File: src/rtl/irq16_pkg.sv
package irq16_pkg;
    typedef enum logic [1:0] {
        ST_RUN  = 2'd0,
        ST_BASE = 2'd1,
        ST_CASC = 2'd2,
        ST_MODE = 2'd3
    } cfg_st_t;

    localparam int ADDR_W       = 3;
    localparam int DATA_W       = 8;
    localparam int CASCADE_LINE = 2;

    localparam logic [ADDR_W-1:0] A_M_CMD  = 3'd0;
    localparam logic [ADDR_W-1:0] A_M_DATA = 3'd1;
    localparam logic [ADDR_W-1:0] A_S_CMD  = 3'd2;
    localparam logic [ADDR_W-1:0] A_S_DATA = 3'd3;
    localparam logic [ADDR_W-1:0] A_M_TRIG = 3'd4;
    localparam logic [ADDR_W-1:0] A_S_TRIG = 3'd5;

    localparam logic [2:0] EOI_SPECIFIC = 3'b011;
    localparam logic [2:0] EOI_NOP      = 3'b110;
endpackage

File: src/rtl/irq16_trigger.sv
module irq16_trigger #(
    parameter int LINES = 8
) (
    input  logic             clk,
    input  logic             rst_n,
    input  logic             clr_hist,
    input  logic [LINES-1:0] lvl_in,
    input  logic [LINES-1:0] level_mode,
    output logic [LINES-1:0] set_vec,
    output logic [LINES-1:0] clr_vec
);
    logic [LINES-1:0] hist_q;

    always_ff @(posedge clk or negedge rst_n) begin
        if (!rst_n)        hist_q <= '0;
        else if (clr_hist) hist_q <= '0;
        else               hist_q <= lvl_in;
    end

    // rising edge for edge lines, any high level for level lines
    assign set_vec = lvl_in & (~hist_q | level_mode);
    assign clr_vec = ~lvl_in & level_mode;
endmodule

File: src/rtl/irq16_core.sv
module irq16_core
    import irq16_pkg::*;
#(
    parameter int LINES = 8
) (
    input  logic                     clk,
    input  logic                     rst_n,
    input  logic                     cmd_wr,
    input  logic                     data_wr,
    input  logic [DATA_W-1:0]        wdata,
    input  logic [LINES-1:0]         set_vec,
    input  logic [LINES-1:0]         clr_vec,
    input  logic [LINES-1:0]         level_mode,
    input  logic                     ack_take,
    output logic                     pend,
    output logic [$clog2(LINES)-1:0] cand_idx,
    output logic [DATA_W-1:0]        vector,
    output logic [LINES-1:0]         req_q,
    output logic [LINES-1:0]         srv_q,
    output logic [LINES-1:0]         mask_q,
    output logic                     rd_srv,
    output logic                     auto_eoi,
    output logic                     init_pulse
);
    localparam int IW = $clog2(LINES);

    cfg_st_t          st_q, st_d;
    logic [DATA_W-1:IW] base_q;
    logic             want_mode_q, smm_q;
    logic             is_init, is_sel, is_eoi;
    logic [LINES-1:0] active, cand_oh, srv_vis, srv_oh;
    logic [LINES-1:0] req_next, srv_next;

    assign is_init    = cmd_wr & wdata[4];
    assign is_sel     = cmd_wr & ~wdata[4] & wdata[3];
    assign is_eoi     = cmd_wr & ~wdata[4] & ~wdata[3];
    assign init_pulse = is_init;
    assign vector     = {base_q, cand_idx};

    // priority resolution
    always_comb begin
        active   = req_q & ~mask_q;
        cand_oh  = active & (~active + 1'b1);
        srv_vis  = smm_q ? (srv_q & ~mask_q) : srv_q;
        srv_oh   = srv_vis & (~srv_vis + 1'b1);
        pend     = (active != '0) && ((srv_vis == '0) || (srv_oh > cand_oh));
        cand_idx = '0;
        for (int i = LINES - 1; i >= 0; i--) begin
            if (active[i]) cand_idx = IW'(i);
        end
    end

    // configuration sequencer: next state
    always_comb begin
        st_d = st_q;
        unique case (st_q)
            ST_RUN:  st_d = ST_RUN;
            ST_BASE: if (data_wr) st_d = ST_CASC;
            ST_CASC: if (data_wr) st_d = want_mode_q ? ST_MODE : ST_RUN;
            ST_MODE: if (data_wr) st_d = ST_RUN;
        endcase
        if (is_init) st_d = ST_BASE;
    end

    always_ff @(posedge clk or negedge rst_n) begin
        if (!rst_n) st_q <= ST_RUN;
        else        st_q <= st_d;
    end

    // request and in-service next values
    always_comb begin
        req_next = req_q;
        if (ack_take && !level_mode[cand_idx]) req_next[cand_idx] = 1'b0;
        req_next = (req_next & ~clr_vec) | set_vec;
        srv_next = srv_q;
        if (ack_take && !auto_eoi) srv_next[cand_idx] = 1'b1;
        if (is_eoi) begin
            case (wdata[7:5])
                EOI_SPECIFIC: srv_next[wdata[IW-1:0]] = 1'b0;
                EOI_NOP:      srv_next = srv_next;
                default:      srv_next = srv_next & (srv_next - 1'b1);
            endcase
        end
    end

    always_ff @(posedge clk or negedge rst_n) begin
        if (!rst_n) begin
            req_q       <= '0;
            srv_q       <= '0;
            mask_q      <= '1;
            base_q      <= '0;
            auto_eoi    <= 1'b0;
            want_mode_q <= 1'b0;
            rd_srv      <= 1'b0;
            smm_q       <= 1'b0;
        end else if (is_init) begin
            req_q       <= '0;
            srv_q       <= '0;
            mask_q      <= '1;
            auto_eoi    <= 1'b1;
            want_mode_q <= wdata[0];
            rd_srv      <= 1'b0;
            smm_q       <= 1'b0;
        end else begin
            req_q <= req_next;
            srv_q <= srv_next;
            if (data_wr) begin
                unique case (st_q)
                    ST_RUN:  mask_q   <= wdata[LINES-1:0];
                    ST_BASE: base_q   <= wdata[DATA_W-1:IW];
                    ST_CASC: ;
                    ST_MODE: auto_eoi <= wdata[1];
                endcase
            end
            if (is_sel && wdata[1]) rd_srv <= wdata[0];
            if (is_sel && wdata[6]) smm_q  <= wdata[5];
        end
    end
endmodule

File: src/rtl/cascade_irq16.sv
module cascade_irq16
    import irq16_pkg::*;
#(
    parameter int LINES = 8
) (
    input  logic               clk,
    input  logic               rst_n,
    input  logic [2*LINES-1:0] irq_in,
    input  logic               wr_en,
    input  logic [ADDR_W-1:0]  addr,
    input  logic [DATA_W-1:0]  wdata,
    output logic [DATA_W-1:0]  rdata,
    output logic               intr,
    input  logic               ack_req,
    output logic               ack_valid,
    output logic [DATA_W-1:0]  ack_vector
);
    localparam int IW = $clog2(LINES);

    logic [LINES-1:0]  m_trig_q, s_trig_q;
    logic [LINES-1:0]  m_lines, s_lines;
    logic [LINES-1:0]  m_set, m_clr, s_set, s_clr;
    logic [LINES-1:0]  m_req, m_srv, m_mask, s_req, s_srv, s_mask;
    logic [IW-1:0]     m_idx, s_idx;
    logic [DATA_W-1:0] m_vec, s_vec;
    logic              m_pend, s_pend, m_rd_srv, s_rd_srv, m_auto, s_auto;
    logic              m_init, s_init, m_take, s_take, fwd, line2_in;
    logic              m_cmd_wr, m_data_wr, s_cmd_wr, s_data_wr;

    assign m_cmd_wr  = wr_en && (addr == A_M_CMD);
    assign m_data_wr = wr_en && (addr == A_M_DATA);
    assign s_cmd_wr  = wr_en && (addr == A_S_CMD);
    assign s_data_wr = wr_en && (addr == A_S_DATA);

    always_ff @(posedge clk or negedge rst_n) begin
        if (!rst_n) begin
            m_trig_q <= '0;
            s_trig_q <= '0;
        end else if (wr_en) begin
            if (addr == A_M_TRIG) m_trig_q <= wdata[LINES-1:0];
            if (addr == A_S_TRIG) s_trig_q <= wdata[LINES-1:0];
        end
    end

    // acknowledge chaining
    assign m_take   = ack_req & m_pend;
    assign fwd      = m_take & (m_idx == IW'(CASCADE_LINE));
    assign s_take   = fwd & s_pend;
    assign line2_in = irq_in[CASCADE_LINE] | (s_pend & ~s_take);
    assign intr     = m_pend;

    always_comb begin
        m_lines               = irq_in[LINES-1:0];
        m_lines[CASCADE_LINE] = line2_in;
        s_lines               = irq_in[2*LINES-1:LINES];
    end

    irq16_trigger #(.LINES(LINES)) u_m_trig (
        .clk(clk), .rst_n(rst_n), .clr_hist(m_init), .lvl_in(m_lines),
        .level_mode(m_trig_q), .set_vec(m_set), .clr_vec(m_clr)
    );

    irq16_trigger #(.LINES(LINES)) u_s_trig (
        .clk(clk), .rst_n(rst_n), .clr_hist(s_init), .lvl_in(s_lines),
        .level_mode(s_trig_q), .set_vec(s_set), .clr_vec(s_clr)
    );

    irq16_core #(.LINES(LINES)) u_master (
        .clk(clk), .rst_n(rst_n), .cmd_wr(m_cmd_wr), .data_wr(m_data_wr),
        .wdata(wdata), .set_vec(m_set), .clr_vec(m_clr), .level_mode(m_trig_q),
        .ack_take(m_take), .pend(m_pend), .cand_idx(m_idx), .vector(m_vec),
        .req_q(m_req), .srv_q(m_srv), .mask_q(m_mask), .rd_srv(m_rd_srv),
        .auto_eoi(m_auto), .init_pulse(m_init)
    );

    irq16_core #(.LINES(LINES)) u_slave (
        .clk(clk), .rst_n(rst_n), .cmd_wr(s_cmd_wr), .data_wr(s_data_wr),
        .wdata(wdata), .set_vec(s_set), .clr_vec(s_clr), .level_mode(s_trig_q),
        .ack_take(s_take), .pend(s_pend), .cand_idx(s_idx), .vector(s_vec),
        .req_q(s_req), .srv_q(s_srv), .mask_q(s_mask), .rd_srv(s_rd_srv),
        .auto_eoi(s_auto), .init_pulse(s_init)
    );

    always_ff @(posedge clk or negedge rst_n) begin
        if (!rst_n) begin
            ack_valid  <= 1'b0;
            ack_vector <= '0;
        end else begin
            ack_valid  <= 1'b0;
            ack_vector <= '0;
            if (m_take && !fwd) begin
                ack_valid  <= 1'b1;
                ack_vector <= m_vec;
            end else if (s_take) begin
                ack_valid  <= 1'b1;
                ack_vector <= s_vec;
            end
        end
    end

    always_comb begin
        rdata = '0;
        case (addr)
            A_M_CMD:  rdata[LINES-1:0] = m_rd_srv ? m_srv : m_req;
            A_M_DATA: rdata[LINES-1:0] = m_mask;
            A_S_CMD:  rdata[LINES-1:0] = s_rd_srv ? s_srv : s_req;
            A_S_DATA: rdata[LINES-1:0] = s_mask;
            A_M_TRIG: rdata[LINES-1:0] = m_trig_q;
            A_S_TRIG: rdata[LINES-1:0] = s_trig_q;
            default:  rdata = '0;
        endcase
    end
endmodule

File: config.mk
export PLATFORM = sky130hd
export DESIGN_NAME = cascade_irq16
export DESIGN_NICKNAME = d
export VERILOG_FILES = /design/src/rtl/irq16_pkg.sv /design/src/rtl/irq16_trigger.sv /design/src/rtl/irq16_core.sv /design/src/rtl/cascade_irq16.sv
export SDC_FILE = /design/constraint.sdc
export NUM_CORES = 1
export LEC_CHECK = 0
export ABC_AREA = 1
export BUFFER_PORTS_ARGS = -buffer_cell sky130_fd_sc_hd__buf_4
export CAP_MARGIN = 5
export CORE_MARGIN = 2
export CORE_UTILIZATION = 43
export DETAILED_ROUTE_END_ITERATION = 12
export HOLD_SLACK_MARGIN = 0.1
export PLACE_DENSITY_LB_ADDON = 0.05
export SETUP_SLACK_MARGIN = 0.1
export SYNTH_ARGS = -nofsm -noshare
export SYNTH_HDL_FRONTEND = slang
export SYNTH_HIERARCHICAL = 1
export SYNTH_SLANG_ARGS = --single-unit
File: constraint.sdc
create_clock -name clk -period 5.4 [get_ports clk]
set_clock_uncertainty 0.2 [all_clocks]
set_input_delay 0.81 -clock clk [delete_from_list [all_inputs] [get_ports clk]]
set_output_delay 0.81 -clock clk [all_outputs]
set_load 0.02 [all_outputs]
==> results.ini <==
[worst_setup_path]
crit_arrival_ps = 4690
cp-start-kind = flip-flop
cp.required_ps = 5430
worstPathMaxFanout = 11
cp_common_cell = nand2_1
end_kind = flip-flop
crit_type = reg2reg
crit_path_max_incr_delay_ps = 550
path_delay_family = simple AND/OR/NAND/NOR gates
critPathBufInv = 5
r2r_setup_slack_ps = 740
cp_slowest_cell = dfstp_2

[yosys]
synth_cell_types = 52
syn_nets = 1101
synthCells = 1044
yosys_warnings = 6
synthTopCellsByArea = dfrtp_1, nand2_1, inv_1, dfstp_2, o21ai_0
yosys_register_bits = 111
async_flop_share = 1.00
netlist_area_um2 = 7660
synth_edf_count = 0
avgSynthCellArea_um2 = 7.34
yosys-top-cells-count = nand2_1, inv_1, dfrtp_1, nor2_1, o21ai_0
yosysTopAreaCell = dfrtp_1
post-synth-top-area-fraction = 0.310
dominantRegCellSynth = dfrtp_1
post-synth-top-count-cell = nand2_1
ys_seq_area_frac = 0.365

[timing]
setup_viol = 0
finalHoldViolCount = 0
finalSetupTns_ps = 0
worst_pin_slew_ps = 774
finalCriticalPeriod_ps = 4660
max_freq_ghz = 0.215
slew_headroom = 0.480
rsz0062_at_grt = false
drv_slew = 0
period_share = 0.863

[finish]
seq_area_um2 = 2800
fillers = 1830
area_delta_synth_final_pct = 10.9
layout.nets = 1138
multi_input_area_um2 = 3960
drive_above_1_share = 0.204
final_cells = 1311
antenna_cells = 0

[cts]
cts.sinks = 111
cts_buffers = 9
cts_hold_buf = 0
tritoncts = done
htree_levels = 3
cts_root_buf = clkbuf_16
cts.path.max_buffers = 2
path_clk_slew_ps = 80
clk_latency_ps = 360

[grt]
overflow = 0
grtUsageMet1 = 0.406
busiest_layer = met1
use_met3 = 0.0511
met2_usage = 0.368
grt_max_degree = 52
grt_pass1_wl_um = 36300
grt.total_usage = 0.258
grt_pass1_vias = 6350
grt_antenna_before_repair = 0

[power_and_ir_drop]
p_per_area_nw_per_um2 = 427
finalPower_mw = 3.62
vdd_drop_max_uv = 174
p_leak_nw = 4.34

[floorplan]
rows = 48
num_io_pins = 49
die_y_um = 138
dieArea_um2 = 18900
core_um2 = 17400
start_util = 0.442
die_width_um = 138

[run]
drv_cap = 0

[routing]
routedWlPerCell_um = 17.5
antenna_left = 0
postRouteWirelength_um = 23000
drc = 0
drtPass1Iterations = 8
drtIter0Drc = 499
via_per_inst = 5.20
via_count = 6814

[place]
dp_cells = 1295
dp_hpwl_um = 17800
gp_congestion = 0.915
portBuffers = 48

[hold_path]
hp-class = in2async

[run_status]
status = finished, final reports clean

[final timing paths]
check | start | end | depth (start not counted)
setup reg to reg | u_master/mask_q[1] | u_slave/srv_q[1] | 25
setup / recovery | u_master/mask_q[1] | u_slave/srv_q[1] | 25
hold reg to reg | u_slave/base_q[5] | u_slave/base_q[5] | 2
hold / removal | rst_n | u_s_trig/hist_q[6] | 1
min in group clk | u_slave/base_q[5] | u_slave/base_q[5] | 2
max in group asynchronous | rst_n | u_slave/mask_q[0] | 2
[power breakdown]
part           internal [mW]  leakage (nW)  switching, mW
Sequential              1.02          1.35          0.197
Clock                  0.334         0.142          0.342
Combinational          0.572          2.85           1.15
[worst reg2reg max path: cells and delay by family (launching register included)]
family,cells,cell delay [ps]
simple gates,12,1520
buf+inv,5,560
flops,1,550
fa+ha+maj,2,440
compound gates,6,1280
[flip-flops by register name, indices dropped and copies added (netlist names), 5 cells and up]
name	flops
ack_vector	8
m_trig_q	8
s_trig_q	8
u_m_trig/hist_q	8
u_master/mask_q	8
u_master/req_q	8
u_master/srv_q	8
u_s_trig/hist_q	8
u_slave/mask_q	8
u_slave/req_q	8
u_slave/srv_q	8
u_master/base_q	5
u_slave/base_q	5
[layout by cell type (no fill, tap or decap), types with 4 or more instances in the layout]
master	n
o31ai_1	4
nor3_2	6
nand4_1	25
nand3_2	10
nand3_1	55
nor4_1	6
o21ai_1	31
o21ai_0	70
nand2_1	202
nor2_1	84
o21ai_2	12
nand2_2	16
inv_2	24
ha_1	26
buf_4	53
a21oi_1	49
nor2_2	22
nor3_1	16
nand2_4	10
inv_1	174
nor2_4	6
a21oi_2	17
clkbuf_16	9
dfrtp_1	95
dfstp_2	16
o21bai_1	8
[cells by family (layout without fill, tap and decap cells)]
| kind of cell | count (synthesis) | after routing | share of synthesized area |
|---|---|---|---|
| AO/OA/AOI/OAI | 208 | 208 | 0.164 |
| AND/OR/NAND/NOR | 469 | 469 | 0.309 |
| buffers and inverters | 230 | 272 | 0.119 |
| flip-flops | 111 | 111 | 0.365 |
| adder cells (fa/ha/maj) | 26 | 26 | 0.0424 |
[layer usage]
metal,up-vias,wire length (um)
met3,7,1550
met4,0,127
li1,3427,-
met1,3178,11800
met5,-,0
met2,202,9480
[layout make-up]
class,instances,share of cell area
clock buffers,10,0.0281
clock inverters,6,0.00618
inverters,203,0.0906
multi-input cells,703,0.466
flip-flops and latches,111,0.329
well taps,225,0.0331
repair buffers,53,0.0468
[metrics by stage]
step	instance area [um2]	hold WS [ps]	utilization	setup WS, ps
6_report	8500	283	0.490	741
5_1_grt	8500	311	0.490	127
4_1_cts	8490	293	0.489	587
3_5_place_dp	8200	273	0.472	651
3_3_place_gp	8200	267	0.472	755
2_1_floorplan	7660	253	-	1210
[repair_timing]
item                                    4_1_cts  5_1_grt
buffers inserted                              0        0
endpoints found under the setup margin        0        3
endpoints found under the hold margin         0        0
resized for setup                             0        3
Power figures use the tool's default switching activity.
